File: src/rtl/adc_seq_pkg.sv
package adc_seq_pkg;

  typedef enum logic [3:0] {
    ST_IDLE,
    ST_WR_SETUP,
    ST_WR_PULSE,
    ST_WR_HOLD,
    ST_WAIT_BUSY,
    ST_RD_SETUP,
    ST_RD_ACCESS,
    ST_RD_RELEASE,
    ST_FLOAT
  } seqState_t;

  // strobes from control to datapath, all registered in the datapath
  typedef struct packed {
    logic loadCfg;
    logic driveBus;
    logic strobe;
    logic readSel;
    logic capture;
    logic validPulse;
    logic errPulse;
  } seqCtl_t;

  function automatic int unsigned maxU(int unsigned a, int unsigned b);
    return (a > b) ? a : b;
  endfunction

  // round a time up to whole clocks, never below one cycle
  function automatic int unsigned psToCycles(int unsigned ps, int unsigned clkPs);
    int unsigned c;
    c = (ps + clkPs - 1) / clkPs;
    return (c == 0) ? 1 : c;
  endfunction

endpackage

File: src/rtl/adc_seq_ctrl.sv
module adc_seq_ctrl
  import adc_seq_pkg::*;
#(
  parameter int WR_CYC   = 15,
  parameter int HOLD_CYC = 1,
  parameter int DLY_CYC  = 35,
  parameter int TO_CYC   = 1000,
  parameter int SD_CYC   = 13,
  parameter int RD_CYC   = 13,
  parameter int FLT_CYC  = 8,
  parameter int CNT_W    = 10
) (
  input  logic    clk,
  input  logic    rstN,
  input  logic    startReq,
  input  logic    statusSync,
  output seqCtl_t ctl,
  output logic    busy
);

  seqState_t state, stateNext;
  logic [CNT_W-1:0] cnt;
  logic [CNT_W-1:0] limitV;
  logic lastCyc;
  logic goRead;
  logic tmo;

  always_comb begin
    case (state)
      ST_WR_PULSE:  limitV = CNT_W'(WR_CYC);
      ST_WR_HOLD:   limitV = CNT_W'(HOLD_CYC);
      ST_RD_SETUP:  limitV = CNT_W'(SD_CYC);
      ST_RD_ACCESS: limitV = CNT_W'(RD_CYC);
      ST_FLOAT:     limitV = CNT_W'(FLT_CYC);
      default:      limitV = CNT_W'(1);
    endcase
  end

  assign lastCyc = (cnt == limitV - CNT_W'(1));
  assign goRead  = (state == ST_WAIT_BUSY) && (cnt >= CNT_W'(DLY_CYC)) && !statusSync;
  assign tmo     = (state == ST_WAIT_BUSY) && !goRead && (cnt == CNT_W'(TO_CYC - 1));

  always_comb begin
    stateNext = state;
    case (state)
      ST_IDLE:       if (startReq) stateNext = ST_WR_SETUP;
      ST_WR_SETUP:   if (lastCyc) stateNext = ST_WR_PULSE;
      ST_WR_PULSE:   if (lastCyc) stateNext = ST_WR_HOLD;
      ST_WR_HOLD:    if (lastCyc) stateNext = ST_WAIT_BUSY;
      ST_WAIT_BUSY: begin
        if (goRead)   stateNext = ST_RD_SETUP;
        else if (tmo) stateNext = ST_IDLE;
      end
      ST_RD_SETUP:   if (lastCyc) stateNext = ST_RD_ACCESS;
      ST_RD_ACCESS:  if (lastCyc) stateNext = ST_RD_RELEASE;
      ST_RD_RELEASE: if (lastCyc) stateNext = ST_FLOAT;
      ST_FLOAT:      if (lastCyc) stateNext = ST_IDLE;
      default:       stateNext = ST_IDLE;
    endcase
  end

  always_ff @(posedge clk or negedge rstN) begin
    if (!rstN) begin
      state <= ST_IDLE;
      cnt   <= '0;
    end else begin
      state <= stateNext;
      cnt   <= (stateNext != state) ? '0 : cnt + CNT_W'(1);
    end
  end

  always_comb begin
    ctl            = '0;
    ctl.loadCfg    = (state == ST_IDLE) && startReq;
    ctl.driveBus   = (state == ST_WR_SETUP) || (state == ST_WR_PULSE) || (state == ST_WR_HOLD);
    ctl.readSel    = !ctl.driveBus;
    ctl.strobe     = (state == ST_WR_PULSE) || (state == ST_RD_ACCESS);
    ctl.capture    = (state == ST_RD_ACCESS) && lastCyc;
    ctl.validPulse = (state == ST_RD_RELEASE);
    ctl.errPulse   = tmo;
  end

  assign busy = (state != ST_IDLE);

  // a new write phase is only entered from idle
  assert_start_only_idle_R9: assert property (@(posedge clk) disable iff (!rstN)
    (state != ST_IDLE) |=> (state != ST_WR_SETUP));

  // the wait never outlives the watchdog count
  assert_wait_bounded_R10: assert property (@(posedge clk) disable iff (!rstN)
    (state == ST_WAIT_BUSY) |-> (cnt < CNT_W'(TO_CYC)));

  // a timeout goes straight back to idle, skipping the read
  assert_timeout_idle_R10: assert property (@(posedge clk) disable iff (!rstN)
    ctl.errPulse |=> (state == ST_IDLE));

endmodule

File: src/rtl/adc_seq_dpath.sv
module adc_seq_dpath
  import adc_seq_pkg::*;
#(
  parameter int DATA_W      = 8,
  parameter int CFG_W       = 2,
  parameter int SYNC_STAGES = 2,
  parameter int FLT_CYC     = 8,
  parameter int CONV_CYC    = 500
) (
  input  logic              clk,
  input  logic              rstN,
  input  seqCtl_t           ctl,
  input  logic [CFG_W-1:0]  cfgIn,
  input  logic [DATA_W-1:0] busIn,
  input  logic              statusIn,
  output logic              statusSync,
  output logic              adcCsN,
  output logic              adcCeN,
  output logic              adcRdWr,
  output logic [DATA_W-1:0] busOut,
  output logic              busOe,
  output logic [DATA_W-1:0] resData,
  output logic              resValid,
  output logic              errPulse
);

  localparam int LOW_W = $clog2(CONV_CYC + 1) + 1;
  localparam int FLT_W = $clog2(FLT_CYC + 1) + 1;

  logic [CFG_W-1:0] cfgReg;
  logic             capD;

  // status synchronizer, depth chosen by parameter
  logic [SYNC_STAGES:0] syncChain;
  assign syncChain[0] = statusIn;
  for (genvar g = 0; g < SYNC_STAGES; g++) begin : gSync
    always_ff @(posedge clk or negedge rstN) begin
      if (!rstN) syncChain[g+1] <= 1'b0;
      else       syncChain[g+1] <= syncChain[g];
    end
  end
  assign statusSync = syncChain[SYNC_STAGES];

  always_ff @(posedge clk or negedge rstN) begin
    if (!rstN) begin
      cfgReg   <= '0;
      adcCsN   <= 1'b1;
      adcCeN   <= 1'b1;
      adcRdWr  <= 1'b1;
      busOe    <= 1'b0;
      capD     <= 1'b0;
      resData  <= '0;
      resValid <= 1'b0;
      errPulse <= 1'b0;
    end else begin
      if (ctl.loadCfg) cfgReg <= cfgIn;
      adcCsN   <= !ctl.strobe;
      adcCeN   <= !ctl.strobe;
      adcRdWr  <= ctl.readSel;
      busOe    <= ctl.driveBus;
      capD     <= ctl.capture;
      if (capD) resData <= busIn;
      resValid <= ctl.validPulse;
      errPulse <= ctl.errPulse;
    end
  end

  assign busOut = {{(DATA_W-CFG_W){1'b0}}, cfgReg};

  // checker state: run of all-low controls, time since a read strobe ended
  logic [LOW_W-1:0] allLowCnt;
  logic [FLT_W-1:0] sinceRdRise;
  logic             readLowQ;
  logic             readLow;
  assign readLow = !adcCsN && !adcCeN && adcRdWr;

  always_ff @(posedge clk or negedge rstN) begin
    if (!rstN) begin
      allLowCnt   <= '0;
      sinceRdRise <= FLT_W'(FLT_CYC);
      readLowQ    <= 1'b0;
    end else begin
      readLowQ <= readLow;
      if (!adcCsN && !adcCeN && !adcRdWr) begin
        if (allLowCnt != {LOW_W{1'b1}}) allLowCnt <= allLowCnt + LOW_W'(1);
      end else begin
        allLowCnt <= '0;
      end
      if (readLowQ && !readLow)                sinceRdRise <= FLT_W'(1);
      else if (sinceRdRise < FLT_W'(FLT_CYC))  sinceRdRise <= sinceRdRise + FLT_W'(1);
    end
  end

  assert_rw_settled_R2: assert property (@(posedge clk) disable iff (!rstN)
    $fell(adcCsN) |-> $stable(adcRdWr));

  assert_no_continuous_R4: assert property (@(posedge clk) disable iff (!rstN)
    allLowCnt < LOW_W'(CONV_CYC));

  assert_no_drive_in_read_R6: assert property (@(posedge clk) disable iff (!rstN)
    readLow |-> !busOe);

  assert_valid_single_R7: assert property (@(posedge clk) disable iff (!rstN)
    resValid |=> !resValid);

  assert_bus_quiet_R8: assert property (@(posedge clk) disable iff (!rstN)
    $rose(busOe) |-> (sinceRdRise >= FLT_W'(FLT_CYC)));

  assert_err_single_R10: assert property (@(posedge clk) disable iff (!rstN)
    errPulse |-> !resValid);

endmodule

File: src/rtl/adc_bus_sequencer.sv
module adc_bus_sequencer
  import adc_seq_pkg::*;
#(
  parameter int DATA_W          = 8,
  parameter int CFG_W           = 2,
  parameter int SYNC_STAGES     = 2,
  parameter int CLK_PS          = 20000,
  parameter int T_WR_PULSE_PS   = 300000,
  parameter int T_WR_DSETUP_PS  = 200000,
  parameter int T_WR_HOLD_PS    = 10000,
  parameter int T_START_DLY_PS  = 700000,
  parameter int T_CONV_PS       = 10000000,
  parameter int T_TIMEOUT_PS    = 20000000,
  parameter int T_STAT_RD_PS    = 250000,
  parameter int T_RD_PULSE_PS   = 250000,
  parameter int T_RD_ACCESS_PS  = 250000,
  parameter int T_FLOAT_PS      = 150000
) (
  input  logic              clk,
  input  logic              rstN,
  input  logic              startReq,
  input  logic [CFG_W-1:0]  cfgIn,
  output logic              busy,
  output logic              adcCsN,
  output logic              adcCeN,
  output logic              adcRdWr,
  input  logic              adcStatus,
  input  logic [DATA_W-1:0] busIn,
  output logic [DATA_W-1:0] busOut,
  output logic              busOe,
  output logic [DATA_W-1:0] resData,
  output logic              resValid,
  output logic              errPulse
);

  localparam int WR_CYC   = psToCycles(maxU(T_WR_PULSE_PS, T_WR_DSETUP_PS), CLK_PS);
  localparam int HOLD_CYC = psToCycles(T_WR_HOLD_PS, CLK_PS);
  localparam int DLY_CYC  = psToCycles(T_START_DLY_PS, CLK_PS);
  localparam int CONV_CYC = psToCycles(T_CONV_PS, CLK_PS);
  localparam int TO_CYC   = psToCycles(T_TIMEOUT_PS, CLK_PS);
  localparam int SD_CYC   = psToCycles(T_STAT_RD_PS, CLK_PS);
  localparam int RD_CYC   = psToCycles(maxU(T_RD_PULSE_PS, T_RD_ACCESS_PS), CLK_PS);
  localparam int FLT_CYC  = psToCycles(T_FLOAT_PS, CLK_PS);
  localparam int MAX_CYC  = maxU(maxU(TO_CYC, WR_CYC), maxU(maxU(SD_CYC, RD_CYC), FLT_CYC));
  localparam int CNT_W    = $clog2(MAX_CYC + 1);

  seqCtl_t ctl;
  logic    statusSync;

  adc_seq_ctrl #(
    .WR_CYC(WR_CYC), .HOLD_CYC(HOLD_CYC), .DLY_CYC(DLY_CYC), .TO_CYC(TO_CYC),
    .SD_CYC(SD_CYC), .RD_CYC(RD_CYC), .FLT_CYC(FLT_CYC), .CNT_W(CNT_W)
  ) uCtrl (
    .clk(clk), .rstN(rstN), .startReq(startReq), .statusSync(statusSync),
    .ctl(ctl), .busy(busy)
  );

  adc_seq_dpath #(
    .DATA_W(DATA_W), .CFG_W(CFG_W), .SYNC_STAGES(SYNC_STAGES),
    .FLT_CYC(FLT_CYC), .CONV_CYC(CONV_CYC)
  ) uDpath (
    .clk(clk), .rstN(rstN), .ctl(ctl), .cfgIn(cfgIn), .busIn(busIn),
    .statusIn(adcStatus), .statusSync(statusSync),
    .adcCsN(adcCsN), .adcCeN(adcCeN), .adcRdWr(adcRdWr),
    .busOut(busOut), .busOe(busOe), .resData(resData),
    .resValid(resValid), .errPulse(errPulse)
  );

endmodule

File: config.mk
export PLATFORM = sky130hd
export DESIGN_NAME = adc_bus_sequencer
export DESIGN_NICKNAME = d
export VERILOG_FILES = /design/src/rtl/adc_seq_pkg.sv /design/src/rtl/adc_seq_ctrl.sv /design/src/rtl/adc_seq_dpath.sv /design/src/rtl/adc_bus_sequencer.sv
export SDC_FILE = /design/constraint.sdc
export NUM_CORES = 1
export LEC_CHECK = 0
export ABC_CLOCK_PERIOD_IN_PS = 5500
export BUFFER_PORTS_ARGS = -buffer_cell sky130_fd_sc_hd__buf_2
export CORE_UTILIZATION = 58
export CTS_CLUSTER_SIZE = 20
export DETAILED_ROUTE_END_ITERATION = 12
export HOLD_SLACK_MARGIN = 0.06
export PLACE_DENSITY_LB_ADDON = 0.15
export SLEW_MARGIN = 20
export SYNTH_ARGS = -nofsm -noshare
export SYNTH_HDL_FRONTEND = slang
export SYNTH_SLANG_ARGS = --single-unit
export TNS_END_PERCENT = 100
File: constraint.sdc
create_clock -name clk -period 5.5 [get_ports clk]
set_clock_uncertainty 0.15 [all_clocks]
set_input_delay 0.825 -clock clk [delete_from_list [all_inputs] [get_ports clk]]
set_output_delay 0.825 -clock clk [all_outputs]
set_load 0.005 [all_outputs]
==> summary.md, run 1 <==
The run finished with clean final reports. The detail route stage leaves a number of antenna-violating nets equal to 0. In the final routed layout, each cell accounts on average for 15.3 um. The synthesized netlist devotes 15.7% of its cell area to compound gates.

Input and output buffers added on the ports amount to 30. For the worst setup path, the data required time is 4.53 ns. Clock tree synthesis selected as its root buffer the cell sky130_fd_sc_hd__clkbuf_4.

The pin count of the biggest net entering global routing is 33. The x dimension of the die works out to 56.4 um. The number of I/O pins was 37. The core region area was 2780 um^2.

The tools report the hold path startpoint as uDpath.syncChain[1]$_DFF_PN0_. The number of clock sinks was 32; the reported leakage power was 0.000860 uW. The standard-cell row count was 19; the xor/xnor cell area share of the yosys netlist was 4.60%. The dominant synthesized flop cell was sky130_fd_sc_hd__dfrtp_1. TritonCTS built the clock tree. The logs give 1.77 ns for the arrival time of the worst setup path and 3180 um^2 for the area of the die. For the number of clock buffers inserted by TritonCTS, the log shows 5. Critical path capture point type: a primary output. The run gives 0 as the post-detailed-route DRC marker count. The commonest cells after synthesis are sky130_fd_sc_hd__dfrtp_1, sky130_fd_sc_hd__a211oi_1, sky130_fd_sc_hd__mux2_2, sky130_fd_sc_hd__buf_4, sky130_fd_sc_hd__xnor2_1. The setup path with the least slack is of type reg -> out. The tool flagged a number of max-cap violations equal to 0. The critical register-to-register path endpoint is uCtrl.state[2]$_DFF_PN0_.

The power per cell area is 224 nW/um^2, and the initial antenna violation count is 0. The total of hold buffers inserted after clock tree synthesis was 0; the proportion of synthesized chip area in sequential cells was 46.8%. Clock-pin slew was measured on the worst setup and hold paths at 0.10 ns. From synthesis to final layout, the design area changed by 10.3%.

The post-synthesis cell area is 1720 um^2, and the total congestion overflow is 0. For the routed wire length, the log shows 3210 um. In the final layout, the multi-input gates occupy 801 um^2.

After Yosys synthesis, full adders, half adders and majority gates account for 0.729% of the synthesized area. The count of endpoints failing setup in the final report is 0. Headroom to the max-slew limit came out at 53.1%. Setup repair after global routing left no endpoint under its margin. The peak ir drop on the vdd network was 0.250 mV. Among all cell types in the netlist, the one instantiated most often is sky130_fd_sc_hd__dfrtp_1.

In the final timing run, aggregate negative setup slack is 0 ns. Measured on the finished design, the core utilization comes to 68.0%. The startpoint identified for the worst register-to-register timing path is uCtrl.state[0]$_DFF_PN0_. The longest clock path from root to sink contains 2 buffers.

The peak fanout along the critical path came out at 16. Among all stages on the critical path, the largest delay is contributed by sky130_fd_sc_hd__or4_2. The dominant combinational cell family by area after synthesis is simple AND/OR/NAND/NOR gates. The synthesized netlist contains 53 unique library cells.

Traced cell by cell, the critical path runs through or4_2 -> buf_2. The routed layout has 1,287 vias. The net count of the finished layout is 193. Counting cells, the worst reg-to-reg path comes to 5. Counting instances, the worst hold path has a depth of 0. The initial utilization of the core area, before any placement, comes to 61.7%. The synthesized design devotes to its leading area cell type 43.8% of total area.

The logs give 0 for the number of pins exceeding their max-slew limit in the final report and 23.6% for the overall track demand over capacity in global routing. Violation count after the first detailed-routing iteration: 35. After detailed routing, the number of vias per cell comes to 6.13.

Measured along the y axis, the die boundary spans 56.4 um. At the pin with the least slew margin, the transition time is 0.703 ns. Number of enable flip-flop cells after synthesis: 0. The number of fill cells came out at 234. The path with the worst hold slack has its endpoint at uDpath.statusSync$_DFF_PN0_.

Area share of and/or/nand/nor cells after synthesis: 17.2%. At the later pin of the worst-skew pair, clock insertion delay measures 0.34 ns. Class of the most critical hold timing path: reg -> reg. The fraction of registers with async set or reset after synthesis is 100%, and the detailed-placement wirelength estimate is 2310 um. The synthesized design contains 32 register bits. The number of H-tree levels was 2; the count of warnings emitted by yosys was 0. In this design, the stage delay of the slowest critical-path cell is 0.70 ns.

Based on the critical path, the design can be clocked at up to 364 MHz. The portion of the clock cycle consumed by the worst path in the final layout was 50.0%; the count of endpoints failing hold in the final timing report was 0. The worst setup path is launched from a register. In this run, post-CTS repair resized a total of 0 instances. The via count of the first global-routing pass came out at 1,231.

The cell taking the most area after synthesis is sky130_fd_sc_hd__dfrtp_1. Cells with a size suffix above 1 make up 36.3% of the layout. The logs give 3.10 ns for the reg2reg setup slack and 803 um^2 for the storage element area. By area the synthesized netlist is led by sky130_fd_sc_hd__dfrtp_1, sky130_fd_sc_hd__mux2_2, sky130_fd_sc_hd__a211oi_1, sky130_fd_sc_hd__xnor2_1, sky130_fd_sc_hd__buf_4.

The number of cells produced by synthesis was 151. Averaged over all synthesized cells, the footprint is 11.4 um^2. The multiplexer share of the synthesized area was 7.15%; the antenna diode count was 0. The tools report the total iterations of the first detailed-routing run as 4.

Counting I/O delays and the setup requirement, the final critical path takes 2.75 ns. The routability congestion estimate was 0.839. The first global-routing pass estimated 5690 um of wire. The tools report the post-CTS setup buffer count as 0.
==> state kept, by name, indices dropped and copies added (netlist names) <==
| name | cells |
|---|---|
| uDpath.adcRdWr | 1 |
| uDpath.syncChain | 1 |
| uCtrl.cnt | 10 |
| uDpath.resValid | 1 |
| uDpath.errPulse | 1 |
| uCtrl.state | 4 |
| uDpath.adcCsN | 1 |
| uDpath.statusSync | 1 |
| uDpath.busOe | 1 |
| uDpath.resData | 8 |
| uDpath.capD | 1 |
| uDpath.cfgReg | 2 |
==> kinds of logic after synthesis <==
logic type	Yosys count
XOR/XNOR	9
buffers and inverters	20
flip-flops	32
adder cells (fa/ha/maj)	1
AND/OR/NAND/NOR	42
multiplexers	11
other	1
AO/OA/AOI/OAI	35
==> worst max-delay path: cells and delay by family (launching register included) <==
kind                   cells  cell delay (ns)
and+or+nand+nor            1             0.70
buffers and inverters      1             0.14
DFF                        1             0.59
==> cell usage in the layout (no fill, tap or decap), types with 3 or more instances in the layout <==
cell type and instances:
sky130_fd_sc_hd__and3_1 5, sky130_fd_sc_hd__inv_1 5, sky130_fd_sc_hd__xnor2_1 7, sky130_fd_sc_hd__buf_2 30, sky130_fd_sc_hd__conb_1 6, sky130_fd_sc_hd__a21oi_1 5, sky130_fd_sc_hd__dfrtp_1 30, sky130_fd_sc_hd__mux2_2 10
sky130_fd_sc_hd__nand3_1 3, sky130_fd_sc_hd__nor2_1 6, sky130_fd_sc_hd__nand2_1 5, sky130_fd_sc_hd__o21ai_2 3, sky130_fd_sc_hd__o211ai_1 3, sky130_fd_sc_hd__clkbuf_4 5, sky130_fd_sc_hd__a211oi_1 10
==> metal layers <==
| layer | wire (um) | track usage (%) | vias up |
|---|---|---|---|
| met5 | 0 | 0 | - |
| met4 | 53 | 7.32 | 0 |
| met3 | 214 | 7.14 | 7 |
| met2 | 1610 | 39.8 | 54 |
| met1 | 1330 | 29.0 | 630 |
| li1 | - | - | 596 |
==> stage by stage <==
| step | instances | setup slack (ns) | power (uW) | instance area (um^2) | hold WS, ns |
|---|---|---|---|---|---|
| floorplan | 156 | 3.29 | 245 | 1730 | 0.181 |
| global placement | 202 | 3.17 | 250 | 1810 | 0.184 |
| detailed placement | 202 | 3.14 | 250 | 1810 | 0.191 |
| CTS | 210 | 2.75 | 431 | 1890 | 0.216 |
| global route | 210 | 2.67 | 443 | 1890 | 0.224 |
| finish | 210 | 2.75 | 424 | 1890 | 0.211 |
==> worst max path at each step <==
stage | endpoint | startpoint | cells past startpoint
after detailed placement | busy | uCtrl.state[0]$_DFF_PN0_ | 2
after CTS | busy | uCtrl.state[0]$_DFF_PN0_ | 2
after global routing | busy | uCtrl.state[0]$_DFF_PN0_ | 2
after floorplan | busy | uCtrl.state[0]$_DFF_PN0_ | 2
final | busy | uCtrl.state[0]$_DFF_PN0_ | 2
after global placement | busy | uCtrl.state[0]$_DFF_PN0_ | 2
==> power by group <==
group	leakage, uW	switching [uW]	internal, uW	total [uW]
Clock	0.0000412	84.1	94.7	179
Sequential	0.000426	0.223	236	236
Combinational	0.000393	6.28	3.22	9.49
Total	0.000860	90.6	334	424
==> layout make-up <==
cell class	count	area share (%)
multi-input cells	104	42.3
well taps	31	2.05
flip-flops and latches	32	42.5
clock inverters	3	2.25
inverters	5	0.992
clock buffers	5	1.98
repair buffers	30	7.94
No activity file was read; power rests on OpenSTA's default activity.
==> run 2: changes to the inputs <==
--- a/config.mk
+++ b/config.mk
@@ -5,9 +5,9 @@
 export SDC_FILE = /design/constraint.sdc
 export NUM_CORES = 1
 export LEC_CHECK = 0
-export ABC_CLOCK_PERIOD_IN_PS = 5500
+export ABC_CLOCK_PERIOD_IN_PS = 2800
 export BUFFER_PORTS_ARGS = -buffer_cell sky130_fd_sc_hd__buf_2
-export CORE_UTILIZATION = 58
+export CORE_UTILIZATION = 53
 export CTS_CLUSTER_SIZE = 20
 export DETAILED_ROUTE_END_ITERATION = 12
 export HOLD_SLACK_MARGIN = 0.06
==> constraint.sdc (replaced) <==
create_clock -name clk -period 2.8 [get_ports clk]
set_clock_uncertainty 0.15 [all_clocks]
set_input_delay 0.42 -clock clk [delete_from_list [all_inputs] [get_ports clk]]
set_output_delay 0.42 -clock clk [all_outputs]
set_load 0.005 [all_outputs]
==> run 2 against run 1 <==
Effect of this change:
- cell count is 7.1% higher
- non-clock buffer count is 2 higher
- flip-flop and latch count stayed put
- register-to-register slack worse by 2.7 ns
- global-route usage is 2.7 points lower
- highest routed layer unchanged
==> summary.md, run 2 (synthesis gave the netlist of run 1 again) <==
The logs give 53 (was 35) for the violation count after the first detailed-routing iteration and 195 (was 193) for the final net count. The tools report the number of H-tree levels as 2 (unchanged). The logs give 2 (was 0) for the total of hold buffers inserted after clock tree synthesis and 215 (was 202) for the total instance count after detailed placement. The run finished with clean final reports. The most flop-heavy register was uCtrl.cnt (unchanged). The portion of the clock cycle consumed by the worst path in the final layout came out at 84.9%. The termination of the worst setup path is uCtrl.state[2]$_DFF_PN0_ (was busy). The routed wire length is 3270 um (was 3210 um), and the peak fanout along the critical path is 16 (unchanged). The reg2reg setup slack was 0.42 ns (was 3.10 ns). The number of buffers and inverters on the critical path came out at 0 (was 1). Flip-flop count of the largest register after layout: 10 (unchanged).

The critical path capture point type is a register (was a primary output). The detail-routed net length per standard cell is 14.5 um (was 15.3 um). List of cells traversed by the critical path: nor4b_2 -> mux2i_1 -> nand4_4 -> or2_1 -> o311ai_2 (was or4_2 -> buf_2). The storage element area came out at 803 um^2 (unchanged). Pin count of the biggest net entering global routing: 33 (unchanged). For the area of the die, the log shows 3470 um^2 (was 3180 um^2). Start of the worst register-to-register path: uCtrl.state[0]$_DFF_PN0_ (unchanged).

Based on the critical path, the design can be clocked at up to 421 MHz. The final period demand of the worst path was 2.38 ns; the number of fill cells was 263 (was 234). Actual transition at the worst max-transition pin: 0.700 ns (was 0.703 ns).

Number of port buffers: 30 (unchanged). The logs give 0 ns (unchanged) for the accumulated negative setup slack and 1,115 (was 1,231) for the via count of the first global-routing pass. The tools report the root buffer selected by CTS as sky130_fd_sc_hd__clkbuf_4 (unchanged). TritonCTS built the clock tree. The x dimension of the die works out to 58.9 um (was 56.4 um). For the reported leakage power, the log shows 0.000865 uW (was 0.000860 uW). The footprint of the multi-input gates is 801 um^2 (unchanged).

The buffer levels on the longest clock path is 2 (unchanged), and the number of vias in the routed layout is 1,263 (was 1,287). The detailed-placement wirelength estimate was 2330 um (was 2310 um). The power per cell area came out at 397 nW/um^2 (was 224 nW/um^2). The number of cells traversed by the worst register-to-register path is 5 (unchanged), and the count of cells resized by post-cts repair is 0 (unchanged). For the count of endpoints failing hold in the final timing report, the log shows 0 (unchanged).

Most frequent cells in the layout: sky130_fd_sc_hd__buf_2, sky130_fd_sc_hd__dfrtp_1, sky130_fd_sc_hd__a211oi_1, sky130_fd_sc_hd__mux2_2, sky130_fd_sc_hd__xnor2_1 (unchanged). The run gives 0.169 ns (was 0.211 ns) as the worst hold margin. The tools report the critical register-to-register path endpoint as uCtrl.state[2]$_DFF_PN0_ (unchanged). The logs give 0 (unchanged) for the number of nets still failing antenna checks after routing and 53.3% (was 53.1%) for the relative slew slack. The run gives 0 (unchanged) as the count of endpoints failing setup in the final report. The area growth from synthesis to layout was 11.3% (was 10.3%); the antenna diode count was 0 (unchanged). The largest stage delay on the critical path works out to 0.57 ns (was 0.70 ns). Initial antenna violation count: 0 (unchanged).

The logs give 0.33 ns (was 0.34 ns) for the clock latency reported for the late side of the worst-skew pair and 0 (unchanged) for the post-CTS setup buffer count. The fraction of layout instances using a drive strength above 1 was 35.9% (was 36.3%). The number of pins exceeding their max-slew limit in the final report was 0 (unchanged); the critical path depth was 5 (was 2).

The number of I/O pins is 37 (unchanged), and the wire length of the first global-routing pass is 5260 um (was 5690 um). The timing startpoint of the critical path is uCtrl.state[0]$_DFF_PN0_ (unchanged). For the total of max-cap violations, the log shows 0 (unchanged). Total cell area at the placement stage: 1830 um^2 (was 1810 um^2). Largest registers: uCtrl.cnt: 10 flops, uDpath.resData: 8 flops, uCtrl.state: 4 flops (unchanged).

The number of standard cells in the final layout excluding fillers is 225 (was 210). The die extent in y is 58.9 um (was 56.4 um), and the total congestion overflow is 0 (unchanged). The average via count per standard cell came out at 5.61 (was 6.13). The core region area is 3050 um^2 (was 2780 um^2).

The kind of cell adding the most delay to the critical path is simple AND/OR/NAND/NOR gates (unchanged). The clock-pin transition on the worst setup and hold timing paths works out to 0.10 ns (about the same). The peak ir drop on the vdd network is 0.278 mV (was 0.250 mV). The tools report the summed area of non-filler cells in the final layout as 1910 um^2 (was 1890 um^2).

The share of the core filled with cells in the final layout is 62.5% (was 68.0%). The startpoint-to-endpoint class of the critical path was reg -> reg (was reg -> out). The cell with the largest stage delay on the worst path is sky130_fd_sc_hd__dfrtp_1 (was sky130_fd_sc_hd__or4_2).

The run gives 56.2% (was 61.7%) as the initial standard-cell utilization of the core. The class of the most critical hold timing path was in -> reg (was reg -> reg). The arrival time of the worst setup path came out at 2.47 ns (was 1.77 ns). The tools report the data required time at the worst endpoint as 2.89 ns (was 4.53 ns). Setup repair after global routing left no endpoint under its margin. The logs give 0.870 (was 0.839) for the routability congestion estimate and 5 (unchanged) for the number of clock buffers inserted by TritonCTS. The standard-cell row count came out at 20 (was 19). The run gives 0 (unchanged) as the post-detailed-route DRC marker count. The nature of the critical path startpoint was a register (unchanged). The number of clock sinks came out at 32 (unchanged).

The total iterations of the first detailed-routing run is 4 (unchanged), and the overall track demand over capacity in global routing is 20.9% (was 23.6%).
==> run 2: worst register-to-register path, stage by stage, from the launching register on <==
cell and delay [ns]:
sky130_fd_sc_hd__dfrtp_1 0.57, sky130_fd_sc_hd__nor4b_2 0.45, sky130_fd_sc_hd__mux2i_1 0.34, sky130_fd_sc_hd__nand4_4 0.22, sky130_fd_sc_hd__or2_1 0.31, sky130_fd_sc_hd__o311ai_2 0.25
==> run 2: how the worst min path moves through the flow <==
stage | start | endpoint | slack, ns | depth (start not counted)
after floorplan | rstN | uCtrl.cnt[0]$_DFF_PN0_ | -0.03 | 0
after global placement | uDpath.syncChain[1]$_DFF_PN0_ | uDpath.statusSync$_DFF_PN0_ | 0.18 | 0
final | busIn[7] | uDpath.resData[7]$_DFFE_PN0P_ | 0.17 | 2
after CTS | busIn[4] | uDpath.resData[4]$_DFFE_PN0P_ | 0.16 | 2
after global routing | busIn[4] | uDpath.resData[4]$_DFFE_PN0P_ | 0.15 | 2
after detailed placement | uDpath.syncChain[1]$_DFF_PN0_ | uDpath.statusSync$_DFF_PN0_ | 0.19 | 0
==> run 2: final cells by class <==
class,instances,area share [%]
timing repair buffer,32,8.91
clock inverter,2,0.524
clock buffer,6,2.69
inverter,5,0.983
multi-input combinational,104,41.9
sequential,32,42.1
tap,44,2.88
==> run 2: per-stage QoR <==
step	worst slack [ns]	total power, uW
4_1_cts	0.413	770
6_report	0.423	757
5_1_grt	0.281	795
2_1_floorplan	0.738	481
3_5_place_dp	0.428	492
3_3_place_gp	0.548	492
==> run 2: power breakdown <==
group / switching (uW) / leakage, uW / internal (uW)
sequential: 0.428 / 0.000426 / 463
combinational: 12.6 / 0.000401 / 8.13
clock: 153 / 0.0000380 / 119
total: 166 / 0.000865 / 591
==> run 2: per-layer routing <==
layer	routed length (um)	share of wire (%)	GRT usage [%]	up-vias
met1	1440	44	25.9	623
met5	0	0	0	-
met2	1640	50	33.8	31
li1	-	-	-	600
met3	135	4.1	6.15	9
met4	57	1.7	9.18	0
